--- src/rtl/bmu_pkg.sv ---
package bmu_pkg;

  typedef enum logic [4:0] {
    OP_ANDN  = 5'd0,
    OP_ORN   = 5'd1,
    OP_XNOR  = 5'd2,
    OP_CLZ   = 5'd3,
    OP_CTZ   = 5'd4,
    OP_CPOP  = 5'd5,
    OP_MAX   = 5'd6,
    OP_MAXU  = 5'd7,
    OP_MIN   = 5'd8,
    OP_MINU  = 5'd9,
    OP_SEXTB = 5'd10,
    OP_SEXTH = 5'd11,
    OP_ZEXTH = 5'd12,
    OP_ROL   = 5'd13,
    OP_ROR   = 5'd14,
    OP_RORI  = 5'd15,
    OP_ORCB  = 5'd16,
    OP_REV8  = 5'd17
  } op_e;

  typedef enum logic [2:0] {
    U_NONE  = 3'd0,
    U_LOGIC = 3'd1,
    U_COUNT = 3'd2,
    U_CMP   = 3'd3,
    U_EXT   = 3'd4,
    U_ROT   = 3'd5,
    U_BYTE  = 3'd6
  } unit_e;

  typedef struct packed {
    unit_e      unit;
    logic [1:0] sub;
    logic       useImm;
    logic       rotLeft;
    logic       isSigned;
    logic       wantMax;
  } ctrl_t;

endpackage

--- src/rtl/bmu_ctrl.sv ---
module bmu_ctrl
  import bmu_pkg::*;
(
  input  logic [4:0] opSel,
  output ctrl_t      strobes
);

  always_comb begin
    strobes = '0;
    strobes.unit = U_NONE;
    case (opSel)
      OP_ANDN:  begin strobes.unit = U_LOGIC; strobes.sub = 2'd0; end
      OP_ORN:   begin strobes.unit = U_LOGIC; strobes.sub = 2'd1; end
      OP_XNOR:  begin strobes.unit = U_LOGIC; strobes.sub = 2'd2; end
      OP_CLZ:   begin strobes.unit = U_COUNT; strobes.sub = 2'd0; end
      OP_CTZ:   begin strobes.unit = U_COUNT; strobes.sub = 2'd1; end
      OP_CPOP:  begin strobes.unit = U_COUNT; strobes.sub = 2'd2; end
      OP_MAX:   begin strobes.unit = U_CMP; strobes.isSigned = 1'b1; strobes.wantMax = 1'b1; end
      OP_MAXU:  begin strobes.unit = U_CMP; strobes.wantMax = 1'b1; end
      OP_MIN:   begin strobes.unit = U_CMP; strobes.isSigned = 1'b1; end
      OP_MINU:  begin strobes.unit = U_CMP; end
      OP_SEXTB: begin strobes.unit = U_EXT; strobes.sub = 2'd0; end
      OP_SEXTH: begin strobes.unit = U_EXT; strobes.sub = 2'd1; end
      OP_ZEXTH: begin strobes.unit = U_EXT; strobes.sub = 2'd2; end
      OP_ROL:   begin strobes.unit = U_ROT; strobes.rotLeft = 1'b1; end
      OP_ROR:   begin strobes.unit = U_ROT; end
      OP_RORI:  begin strobes.unit = U_ROT; strobes.useImm = 1'b1; end
      OP_ORCB:  begin strobes.unit = U_BYTE; strobes.sub = 2'd0; end
      OP_REV8:  begin strobes.unit = U_BYTE; strobes.sub = 2'd1; end
      default:  strobes.unit = U_NONE;
    endcase
  end

endmodule

--- src/rtl/bmu_datapath.sv ---
module bmu_datapath
  import bmu_pkg::*;
#(
  parameter int W = 32
) (
  input  ctrl_t                  strobes,
  input  logic [W-1:0]           opA,
  input  logic [W-1:0]           opB,
  input  logic [$clog2(W)-1:0]   immAmt,
  output logic [W-1:0]           res
);

  localparam int SW = $clog2(W);
  localparam int CW = SW + 1;
  localparam int NB = W / 8;

  logic [W-1:0]  logicRes, countRes, cmpRes, extRes, rotRes, byteRes;
  logic [CW-1:0] leadZeros, trailZeros, popCount;
  logic [SW-1:0] rotAmt;
  logic [2*W-1:0] rotWide;
  logic [W-1:0]  orcBytes, revBytes;
  logic          aLess;

  // logic with inverted operand
  always_comb begin
    case (strobes.sub)
      2'd0:    logicRes = opA & ~opB;
      2'd1:    logicRes = opA | ~opB;
      2'd2:    logicRes = ~(opA ^ opB);
      default: logicRes = '0;
    endcase
  end

  // counting: later hits overwrite earlier ones
  always_comb begin
    leadZeros  = CW'(W);
    trailZeros = CW'(W);
    popCount   = '0;
    for (int i = 0; i < W; i++) begin
      if (opA[i]) leadZeros = CW'(W - 1 - i);
      if (opA[W-1-i]) trailZeros = CW'(W - 1 - i);
      popCount = popCount + CW'(opA[i]);
    end
  end

  always_comb begin
    case (strobes.sub)
      2'd0:    countRes = W'(leadZeros);
      2'd1:    countRes = W'(trailZeros);
      2'd2:    countRes = W'(popCount);
      default: countRes = '0;
    endcase
  end

  // min / max
  always_comb begin
    if (strobes.isSigned) aLess = $signed(opA) < $signed(opB);
    else                  aLess = opA < opB;
    if (strobes.wantMax) cmpRes = aLess ? opB : opA;
    else                 cmpRes = aLess ? opA : opB;
  end

  // extension
  always_comb begin
    case (strobes.sub)
      2'd0:    extRes = {{(W-8){opA[7]}}, opA[7:0]};
      2'd1:    extRes = {{(W-16){opA[15]}}, opA[15:0]};
      2'd2:    extRes = {{(W-16){1'b0}}, opA[15:0]};
      default: extRes = '0;
    endcase
  end

  // rotate through a doubled word
  always_comb begin
    rotAmt = strobes.useImm ? immAmt : opB[SW-1:0];
    if (strobes.rotLeft) begin
      rotWide = {opA, opA} << rotAmt;
      rotRes  = rotWide[2*W-1:W];
    end else begin
      rotWide = {opA, opA} >> rotAmt;
      rotRes  = rotWide[W-1:0];
    end
  end

  // byte-wise operations
  for (genvar b = 0; b < NB; b++) begin : g_byte
    assign orcBytes[8*b +: 8] = {8{|opA[8*b +: 8]}};
    assign revBytes[8*b +: 8] = opA[8*(NB-1-b) +: 8];
  end

  assign byteRes = (strobes.sub == 2'd0) ? orcBytes :
                   (strobes.sub == 2'd1) ? revBytes : '0;

  always_comb begin
    case (strobes.unit)
      U_LOGIC: res = logicRes;
      U_COUNT: res = countRes;
      U_CMP:   res = cmpRes;
      U_EXT:   res = extRes;
      U_ROT:   res = rotRes;
      U_BYTE:  res = byteRes;
      default: res = '0;
    endcase
  end

endmodule

--- src/rtl/bitmanip_unit.sv ---
module bitmanip_unit
  import bmu_pkg::*;
#(
  parameter int W       = 32,
  parameter int REG_OUT = 1
) (
  input  logic                 clk,
  input  logic                 rstN,
  input  logic                 inValid,
  input  logic [4:0]           opSel,
  input  logic [W-1:0]         opA,
  input  logic [W-1:0]         opB,
  input  logic [$clog2(W)-1:0] immAmt,
  output logic                 outValid,
  output logic [W-1:0]         result
);

  ctrl_t        strobes;
  logic [W-1:0] combRes;

  bmu_ctrl u_ctrl (
    .opSel   (opSel),
    .strobes (strobes)
  );

  bmu_datapath #(.W(W)) u_dp (
    .strobes (strobes),
    .opA     (opA),
    .opB     (opB),
    .immAmt  (immAmt),
    .res     (combRes)
  );

  if (REG_OUT != 0) begin : g_reg
    always_ff @(posedge clk) begin
      if (!rstN) begin
        outValid <= 1'b0;
        result   <= '0;
      end else begin
        outValid <= inValid;
        if (inValid) result <= combRes;
      end
    end
  end else begin : g_comb
    logic unusedClk;
    assign unusedClk = clk ^ rstN;
    assign outValid  = inValid;
    assign result    = combRes;
  end

endmodule

--- config.mk ---
export PLATFORM = sky130hd
export DESIGN_NAME = bitmanip_unit
export DESIGN_NICKNAME = d
export VERILOG_FILES = /design/src/rtl/bmu_pkg.sv /design/src/rtl/bmu_ctrl.sv /design/src/rtl/bmu_datapath.sv /design/src/rtl/bitmanip_unit.sv
export SDC_FILE = /design/constraint.sdc
export NUM_CORES = 1
export LEC_CHECK = 0
export ABC_AREA = 1
export BUFFER_PORTS_ARGS = -buffer_cell sky130_fd_sc_hd__buf_4
export CAP_MARGIN = 5
export CORE_UTILIZATION = 40
export CTS_BUF_LIST = sky130_fd_sc_hd__clkbuf_4
export CTS_CLUSTER_DIAMETER = 80
export DETAILED_ROUTE_END_ITERATION = 12
export PLACE_DENSITY = 0.55
export SYNTH_ARGS = -nofsm -noshare
export SYNTH_HDL_FRONTEND = slang
export SYNTH_HIERARCHICAL = 1
export SYNTH_SLANG_ARGS = --single-unit
--- constraint.sdc ---
create_clock -name clk -period 14.6 [get_ports clk]
set_input_delay 2.19 -clock clk [delete_from_list [all_inputs] [get_ports clk]]
set_output_delay 2.19 -clock clk [all_outputs]
set_load 0.05 [all_outputs]
==> results of run 1 <==
## through the flow
step,worst slack [ps],std cells
6_report,7460,2276
5_1_grt,7170,2276
4_1_cts,7480,2276
3_5_place_dp,7060,2268
3_3_place_gp,7120,2268
2_1_floorplan,7760,1931
## how the worst max path moves through the flow
stage	from	endpoint	slack, ps	cells past startpoint
after floorplan	opA[25]	result[4]	7760	23
after global placement	opA[9]	result[4]	7120	22
after detailed placement	opA[25]	result[4]	7060	24
after CTS	opA[25]	result[4]	7480	24
after global routing	opA[25]	result[4]	7170	24
final	opA[25]	result[4]	7460	24
## per-layer routing
| metal | wire length [µm] | part of all wire (%) | GRT usage (%) | vias up |
|---|---|---|---|---|
| li1 | - | - | - | 6263 |
| met1 | 19300 | 42 | 46.7 | 5755 |
| met2 | 19700 | 43 | 55.4 | 606 |
| met3 | 3960 | 8.6 | 4.96 | 132 |
| met4 | 2890 | 6.3 | 19.8 | 0 |
| met5 | 0 | 0 | 0 | - |
## report_power, final
part	leakage [nW]	switching [mW]	total, mW	internal, mW
clock	0.0433	0.0386	0.0760	0.0374
combinational	5.38	0.404	0.619	0.215
sequential	0.273	0.00493	0.102	0.0973
total	5.69	0.448	0.797	0.350
## sequential cells by signal, indices dropped and copies added, names as in the netlist
name,flops
result,32
outValid,1
## worst reg2reg max path, stage by stage, from the launching register on
cell and delay, ps:
dfxtp_1 470, nor2_1 70, nor2_1 110
## cell usage in the layout (no fill, tap or decap), drive strengths merged, types with 5 or more instances in the layout
master / instances
ha: 73
a221oi: 19
a21oi: 113
o32ai: 6
o221ai: 10
buf: 126
nand4: 25
nor2: 200
o21ai: 236
nand3: 119
clkinv: 5
dfxtp: 33
nand2: 566
clkbuf: 6
fa: 24
o211ai: 46
inv: 308
o31ai: 11
## layout make-up
class | count | area (µm²) | area share (%)
multi-input cells | 1473 | 7780 | 70.4
inverters | 312 | 1170 | 10.6
repair buffers | 126 | 946 | 8.57
flip-flops and latches | 33 | 661 | 5.98
well taps | 324 | 405 | 3.67
clock buffers | 6 | 45.0 | 0.408
clock inverters | 2 | 33.8 | 0.306
## kinds of logic (layout without fill, tap and decap cells)
kind of cell / count (synthesis) / after routing
XOR/XNOR: 1 / 1
adder cells (fa/ha/maj): 97 / 97
buffers and inverters: 425 / 446
flip-flops: 33 / 33
AND/OR/NAND/NOR: 917 / 917
AO/OA/AOI/OAI: 458 / 458
==> out/metrics.yaml, run 1 <==
clocking:
  cts_tree: "yes"
  clkLatencyLatePin_ps: 390
  post_cts_buffers: 0
  holdBufCountCts: 0
  path_clk_slew_ps: 140
  clockRootBuffer: "clkbuf_4"
  cts.path.max_buffers: 2
  cts_buffers: 5
  ctsResizeCount: 0
  clock_sinks: 33
  htree_levels: 2
setup_path:
  arrival_ps: 7450
  rr_worst_depth: 2
  max_stage_delay_ps: 530
  cp-end-kind: "register"
  cp_max_fo: 7
  cp-start-kind: "input pin"
  critPathKind: "input pin to register"
  crit_slowest_cell: "fa_1"
  path_buf_inv: 6
  timing.rr.start: "result[3]"
  critPathMostFrequentCell: "fa_1"
  cp.required_ps: 14910
  r2r_setup_slack_ps: 13900
  r2r-end: "result[3]"
  path_cells: "buf_4 > inv_1 > fa_1 > fa_1 > inv_1 > fa_1 > inv_1 > fa_1 > fa_1 > fa_1 > inv_1 > ha_1 > fa_1 > a21oi_1 > o21ba_2 > nand2_1 > nand3_1 > o311ai_0 > a21oi_1 > nand4_1 > inv_1 > nand2_1 > nand2_1 > nor2_1"
  critPathTopFamily: "adder cells"
grt:
  grtUsageTotal_pct: 35.4
  grt_pass1_vias: 11700
  grt_max_degree: 129
  grt-ovfl-total: 0
  grt_pass1_wl_um: 68900
  antenna_found_initial: 0
logic_synthesis:
  syn_area_um2: 10100
  syn_area_per_cell_um2: 5.21
  synth_xor_xnor_area_share_pct: 0.0871
  synthCells: 1931
  yosys.area.top_type: "nand2_1"
  synth.area.top_cells: "nand2_1 21%, inv_1 11%, ha_1 9.1%"
  synth_top_area_share_pct: 21.1
  yosys_warnings: 6
  synth-simple-area-share_pct: 36.6
  synth_fa_ha_area_share_pct: 13.9
  synth_commonest_cells: "566 x nand2_1, 295 x inv_1, 197 x nor2_1"
  synth_top_family_by_area: "simple AND/OR/NAND/NOR gates"
  ys_ff_latch: 33
  async_flop_share_pct: 0
  muxShareOfSynthArea_pct: 0
  synthFlopType: "dfxtp_1"
  synth_cell_types: 43
  synth_most_common_cell: "nand2_1"
  synth-edff-count: 0
  syn_nets: 2105
  ys_seq_area_share_pct: 6.57
  synth_compound_area_share_pct: 26.1
place:
  port_buffers: 109
  gp_congestion: 1.07
  dp_hpwl_um: 36300
  placedInstanceArea_um2: 11000
layout:
  diodes: 0
  final_util_pct: 45.1
  fill_cells: 2809
  layout-drive-gt1-share_pct: 8.40
  areaGrowthSynthToFinish_pct: 9.86
  design_area_um2: 11000
  fin_nets: 2125
sta:
  hold_violations: 0
  fmax_ghz: 0.140
  tns_ps: 0
  skew_ps: 0
  slew_viol_final: 0
  grt_setup_unrepaired: "no"
  finalCritPeriodShare_pct: 48.9
  timing.slew.headroom_pct: 25.4
  holdWs_ps: 479
  setup_viol: 0
  fin_crit_ps: 7140
  worstMarginPinSlew_ps: 1120
drt:
  postRouteAntennaNets: 0
  drtIter0Drc: 1382
  vias: 12800
  route.detailed.drc: 0
  routed_wl_um: 45800
  via_per_inst: 5.60
  firstDrtPassIters: 6
  wire_per_inst_um: 20.1
outcome:
  status: "finished clean"
power:
  p_total_mw: 0.797
  ir_worst_vdd_mv: 0.109
  power.leakage_nw: 5.69
  power-per-cell-area_nw_per_um2: 72.2
floorplan:
  die_x_um: 161
  start_util_pct: 41.1
  dieArea_um2: 25800
  ios: 110
  rows: 57
  dieHeight_um: 161
  core-area_um2: 24500
worst_hold_path:
  min-delay-start: "result[27]"
  hold_path.class: "register to register"
  hold_end: "result[27]"
  hold_depth: 2
job:
  cap_violations: 0
Note: power is estimated with default switching activity, not from simulation.
==> inputs of run 2 (changes only) <==
PLACE_DENSITY = 0.57   (was 0.55)
clock period = 5.8 ns   (was 14.6 ns; I/O delays follow)
==> run 2 against run 1 <==
  * Die area did not move
  * Count of clock-buffer cells in the layout did not move
  * Wire length fell by 2.8%
  * Critical path depth did not move
  * Combinational power rose to 2.5 times the previous value
  * Critical path type unchanged
==> out/metrics.yaml, run 2 (synthesis gave the netlist of run 1 again) <==
layout:
  final_cells: 2313  # was 2276
  largest_register: "result"  # unchanged
  layout-drive-gt1-share_pct: 10.1  # was 8.40%
  largest_reg_flops: 32  # unchanged
  final_cell_mix: "565 x nand2_1, 295 x inv_1, 192 x nor2_1, 167 x o21ai_0, 157 x buf_4"  # was 565 x nand2_1, 295 x inv_1, 192 x nor2_1, 167 x o21ai_0, 126 x buf_4
  final_util_pct: 46.3  # was 45.1%
  final_common_cell: "nand2_1"  # unchanged
  areaGrowthSynthToFinish_pct: 12.8  # was 9.86%
  fin_nets: 2160  # was 2125
  reg.largest.list: "result: 32 flops, outValid: 1 flops"  # unchanged
clocking:
  cts.path.max_buffers: 2  # unchanged
  path_clk_slew_ps: 140  # about the same
  clock_sinks: 33  # unchanged
  clkLatencyLatePin_ps: 370  # was 390 ps
  ctsResizeCount: 0  # unchanged
  cts_buffers: 5  # unchanged
  htree_levels: 2  # unchanged
  clockRootBuffer: "clkbuf_4"  # unchanged
  post_cts_buffers: 0  # unchanged
  cts_tree: "yes"  # unchanged
  holdBufCountCts: 0  # unchanged
sta:
  timing.slew.headroom_pct: 29.7  # was 25.4%
  grt_setup_unrepaired: "no"  # unchanged
  hold_violations: 0  # unchanged
  fin_crit_ps: 5570
  slew_viol_final: 0  # unchanged
  tns_ps: 0  # unchanged
  fmax_ghz: 0.179
  finalCritPeriodShare_pct: 96.1
  setup_viol: 0  # unchanged
  skew_ps: 0  # unchanged
  worstMarginPinSlew_ps: 1050  # was 1120 ps
setup_path:
  arrival_ps: 5860  # was 7450 ps
  rr_worst_depth: 2  # unchanged
  cp-start-kind: "input pin"  # unchanged
  r2r_setup_slack_ps: 5050  # was 13900 ps
  cp.required_ps: 6090  # was 14910 ps
  r2r-end: "result[2]"  # was result[3]
  critPathKind: "input pin to register"  # unchanged
  cp-end-kind: "register"  # unchanged
  cp_max_fo: 3  # was 7
  timing.rr.start: "result[2]"  # was result[3]
power:
  ir_worst_vdd_mv: 0.197  # was 0.109 mV
  power-per-cell-area_nw_per_um2: 174  # was 72.2 nW/µm²
  p_total_mw: 1.97  # was 0.797 mW
  power.leakage_nw: 5.87  # was 5.69 nW
drt:
  postRouteAntennaNets: 0  # unchanged
  routed_wl_um: 44500  # was 45800 µm
  route.detailed.drc: 0  # unchanged
  firstDrtPassIters: 7  # was 6
  drtIter0Drc: 1478  # was 1382
  vias: 12800  # about the same
  wire_per_inst_um: 19.2  # was 20.1 µm
  via_per_inst: 5.55  # was 5.60
grt:
  grt_max_degree: 129  # unchanged
  grtUsageTotal_pct: 34.2  # was 35.4%
  antenna_found_initial: 1  # was 0
  grt-ovfl-total: 0  # unchanged
  grt_pass1_wl_um: 67400  # was 68900 µm
  grt_pass1_vias: 11500  # was 11700
floorplan:
  core-area_um2: 24500  # unchanged
  dieArea_um2: 25800  # unchanged
  die_x_um: 161  # unchanged
  ios: 110  # unchanged
  start_util_pct: 41.1  # unchanged
  rows: 57  # unchanged
  dieHeight_um: 161  # unchanged
worst_hold_path:
  hold_path.class: "register to register"  # unchanged
  hold_depth: 2  # unchanged
  hold_end: "result[8]"  # was result[27]
  min-delay-start: "result[8]"  # was result[27]
job:
  cap_violations: 0  # unchanged
place:
  placedCellCount: 2303  # was 2268
  port_buffers: 109  # unchanged
  gp_congestion: 1.03  # was 1.07
  dp_hpwl_um: 35000  # was 36300 µm
outcome:
  status: "finished clean"  # unchanged
[run 2: cell types whose count changed in the layout (fill, tap and decap cells not counted)]
| cell | delta |
|---|---|
| clkinv_2 | +2 |
| bufinv_16 | -1 |
| buf_4 | +31 |
| buf_12 | +4 |
| clkinv_1 | -1 |
| diode_2 | +2 |
[run 2: metrics by stage]
stage / setup WS, ps / cell area (µm²) / hold WS, ps
2_1_floorplan: 275 / 10100 / 689
3_3_place_gp: -102 / 11300 / 464
3_5_place_dp: -121 / 11300 / 465
4_1_cts: 288 / 11300 / 482
5_1_grt: 43.0 / 11300 / 494
6_report: 225 / 11300 / 477
[run 2: where the power goes]
part,leakage [nW],switching [mW],internal [mW]
Sequential,0.273,0.0131,0.245
Clock,0.0354,0.0950,0.0510
Combinational,5.56,1.00,0.563
Total,5.87,1.11,0.859
[run 2: final cells by class]
class,count,area [µm²]
clock buffers,6,45.0
fillers,2731,13100
inverters,312,1170
clock inverters,2,10.0
diodes,2,5.00
flip-flops and latches,33,661
repair buffers,161,1260
well taps,324,405
multi-input cells,1473,7780
[run 2: worst max-delay path, cell delays in order]
cell and delay, ps:
buf_4 120, fa_1 520, inv_1 50, fa_1 500, inv_1 60, fa_1 470
inv_1 50, fa_1 470, fa_1 480, fa_1 490, inv_1 40, ha_1 200
fa_1 410, a21oi_1 170, o21ba_2 150, nand2_1 50, nand3_1 70, o311ai_0 180
a21oi_1 180, nand4_1 100, inv_1 70, nand2_1 40, nand2_1 80, nor2_1 40
[run 2: how the worst max path moves through the flow]
stage / startpoint / to / slack, ps / depth (start not counted)
floorplan: opA[25] / result[4] / 280 / 23
global placement: opA[17] / result[4] / -100 / 24
detailed placement: opA[17] / result[4] / -120 / 24
CTS: opA[17] / result[4] / 290 / 24
global route: opA[17] / result[4] / 40 / 24
finish: opA[17] / result[4] / 230 / 24
[run 2: per-layer routing]
metal | track usage (%) | wire length [µm]
met4 | 17.9 | 2710
met2 | 53.4 | 18900
met1 | 45.1 | 18700
met5 | 0 | 0
met3 | 5.60 | 4140
==> inputs of run 3 (changes only) <==
CORE_UTILIZATION = 45   (was 40)
GPL_TIMING_DRIVEN = 0   (was not set)
PLACE_DENSITY = 0.63   (was 0.57)
==> run 3 against run 2 <==
  * First-iteration DRC count rose by 28%
  * Cell area rose by 0.56%
  * Non-clock buffer count rose by 65
  * Register-to-register slack improved by 190 ps
  * Final cell count rose by 0.95%
  * Critical path type unchanged
  * Critical endpoint unchanged
  * Clock skew did not move
  * Count of clock-buffer cells in the layout did not move
  * Largest cell class unchanged
  * Sequential share of layout area barely moved
  * Clock power fell by 5%
  * Sequential power fell by 2%
  * Critical path depth did not move
==> out/metrics.yaml, run 3 (synthesis gave the netlist of run 1 again) <==
sta:
  timing.slew.headroom_pct: 28.6  # was 29.7%
  holdWs_ps: 478  # was 477 ps
  slew_viol_final: 0  # unchanged
  fin_crit_ps: 5720  # was 5570 ps
  tns_ps: 0  # unchanged
  fmax_ghz: 0.175  # was 0.179 GHz
  skew_ps: 0  # unchanged
  finalCritPeriodShare_pct: 98.7  # was 96.1%
  setup_viol: 0  # unchanged
  hold_violations: 0  # unchanged
  worstMarginPinSlew_ps: 1070  # was 1050 ps
drt:
  route.detailed.drc: 0  # unchanged
  routed_wl_um: 52700  # was 44500 µm
  via_per_inst: 6.02  # was 5.55
  vias: 14100  # was 12800
  firstDrtPassIters: 6  # was 7
  wire_per_inst_um: 22.6  # was 19.2 µm
  postRouteAntennaNets: 0  # unchanged
  drtIter0Drc: 1895  # was 1478
setup_path:
  critPathKind: "input pin to register"  # unchanged
  arrival_ps: 5980  # was 5860 ps
  path_buf_inv: 6  # unchanged
  r2r_setup_slack_ps: 5240  # was 5050 ps
  path_depth: 24  # unchanged
  r2r-end: "result[29]"  # was result[2]
  cp-end-kind: "register"  # unchanged
  crit_path_start: "opA[23]"  # was opA[17]
  max_stage_delay_ps: 540  # was 520 ps
  rr_worst_depth: 2  # unchanged
  critPathMostFrequentCell: "fa_1"  # unchanged
  crit_end: "result[4]"  # unchanged
  timing.rr.start: "result[29]"  # was result[2]
  crit_slowest_cell: "fa_1"  # unchanged
  cp_max_fo: 6  # was 3
  cp.required_ps: 6060  # was 6090 ps
  critPathTopFamily: "adder cells"  # unchanged
  cp-start-kind: "input pin"  # unchanged
  path_cells: "buf_12 > clkinvlp_4 > fa_1 > fa_1 > inv_1 > fa_1 > inv_1 > fa_1 > fa_1 > fa_1 > inv_2 > ha_4 > fa_2 > a21oi_2 > o21ba_2 > or2_2 > nand3_2 > o311ai_4 > a21oi_2 > nand4_1 > inv_1 > nand2_1 > nand2_1 > nor2_1"  # was buf_4 > fa_1 > inv_1 > fa_1 > inv_1 > fa_1 > inv_1 > fa_1 > fa_1 > fa_1 > inv_1 > ha_1 > fa_1 > a21oi_1 > o21ba_2 > nand2_1 > nand3_1 > o311ai_0 > a21oi_1 > nand4_1 > inv_1 > nand2_1 > nand2_1 > nor2_1
clocking:
  htree_levels: 2  # unchanged
  cts_tree: "yes"  # unchanged
  clkLatencyLatePin_ps: 340  # was 370 ps
  clock_sinks: 33  # unchanged
  path_clk_slew_ps: 110  # was 140 ps
  clockRootBuffer: "clkbuf_4"  # unchanged
  holdBufCountCts: 0  # unchanged
  cts.path.max_buffers: 2  # unchanged
  cts_buffers: 5  # unchanged
place:
  gp_congestion: 1.09  # was 1.03
  placedInstanceArea_um2: 11200  # was 11300 µm²
  dp_hpwl_um: 41100  # was 35000 µm
  port_buffers: 107  # was 109
grt:
  grt-ovfl-total: 0  # unchanged
  grtUsageTotal_pct: 45.5  # was 34.2%
  grt_pass1_vias: 12500  # was 11500
  grt_max_degree: 11  # was 129
  antenna_found_initial: 3  # was 1
  grt_pass1_wl_um: 75600  # was 67400 µm
layout:
  areaGrowthSynthToFinish_pct: 13.4  # was 12.8%
  fin_nets: 2225  # was 2160
  largest_reg_flops: 32  # unchanged
  final_cell_mix: "566 x nand2_1, 291 x inv_1, 197 x nor2_1, 169 x o21ai_0, 118 x nand3_1"  # was 565 x nand2_1, 295 x inv_1, 192 x nor2_1, 167 x o21ai_0, 157 x buf_4
  layout-drive-gt1-share_pct: 9.26  # was 10.1%
  largest_register: "result"  # unchanged
  design_area_um2: 11400  # was 11300 µm²
  final_common_cell: "nand2_1"  # unchanged
  reg.largest.list: "result: 32 flops, outValid: 1 flops"  # unchanged
power:
  ir_worst_vdd_mv: 0.451  # was 0.197 mV
  power-per-cell-area_nw_per_um2: 190  # was 174 nW/µm²
  power.leakage_nw: 5.85  # was 5.87 nW
worst_hold_path:
  min-delay-start: "result[23]"  # was result[8]
  hold_depth: 2  # unchanged
  hold_path.class: "register to register"  # unchanged
floorplan:
  dieHeight_um: 151  # was 161 µm
  dieArea_um2: 22900  # was 25800 µm²
  rows: 54  # was 57
  ios: 110  # unchanged
  start_util_pct: 45.9  # was 41.1%
  die_x_um: 151  # was 161 µm
  core-area_um2: 21900  # was 24500 µm²
job:
  cap_violations: 0  # unchanged
outcome:
  status: "finished clean"  # unchanged
==> run 3: changes by cell type in the layout (fill, tap and decap cells not counted), moves of 4 or more <==
cell / previous run / this run
inv_1: 295 / 291
clkbuf_1: 0 / 47
buf_2: 0 / 28
buf_6: 0 / 8
o21ai_4: 5 / 0
nor2_2: 6 / 2
buf_4: 157 / 112
buf_1: 0 / 30
nor2_1: 192 / 197
==> run 3: worst reg2reg max path, delay by kind of cell, from the launching register on <==
family / cells / cell delay, ps
DFF: 1 / 330
and+or+nand+nor: 2 / 150
==> run 3: per-stage QoR <==
step           worst slack, ps  instances  util, %  total power [mW]
2_1_floorplan              275       1931        -              1.36
3_3_place_gp              -572       2318     51.2              1.85
3_5_place_dp              -566       2318     51.2              1.87
4_1_cts                   22.4       2330     51.6              2.02
5_1_grt                  -3.86       2332     52.0              2.33
6_report                  75.5       2335     52.1              2.16
==> run 3: power by group <==
group	switching [mW]	leakage, nW	internal (mW)
registers	0.00925	0.273	0.245
clock network	0.0868	0.0355	0.0509
logic	1.17	5.55	0.602
total	1.26	5.85	0.898
==> run 3: how the worst min path moves through the flow <==
stage,endpoint,slack (ps)
after floorplan,result[11],690
after global placement,result[11],460
after detailed placement,result[23],460
after CTS,result[23],480
after global routing,result[26],500
final,result[23],480
==> run 3: cell type report <==
| type | count | area, µm² |
|---|---|---|
| plain buffers | 113 | 512 |
| repair buffers | 113 | 868 |
| clock buffers | 6 | 45.0 |
| fillers | 2477 | 10500 |
| well taps | 280 | 350 |
| multi-input cells | 1473 | 7760 |
| diodes | 3 | 7.51 |
| flip-flops and latches | 33 | 661 |
| clock inverters | 2 | 10.0 |
| inverters | 312 | 1190 |
==> run 3: timing repair <==
| action | CTS | global route |
|---|---|---|
| hold endpoints to repair | 0 | 0 |
| gates resized for setup | 4 | 22 |
| setup endpoints to repair | 3 | 3 |
| pin swaps | 3 | 5 |
| cloned | 0 | 0 |
| buffers inserted | 4 | 2 |
==> run 3: routing by layer <==
layer	vias to the layer above	track usage (%)	routed length (µm)
met5	-	0	0
met2	1019	67.3	21600
met1	6363	57.4	20000
met4	0	28.3	3880
met3	204	13.6	7160
li1	6476	-	-
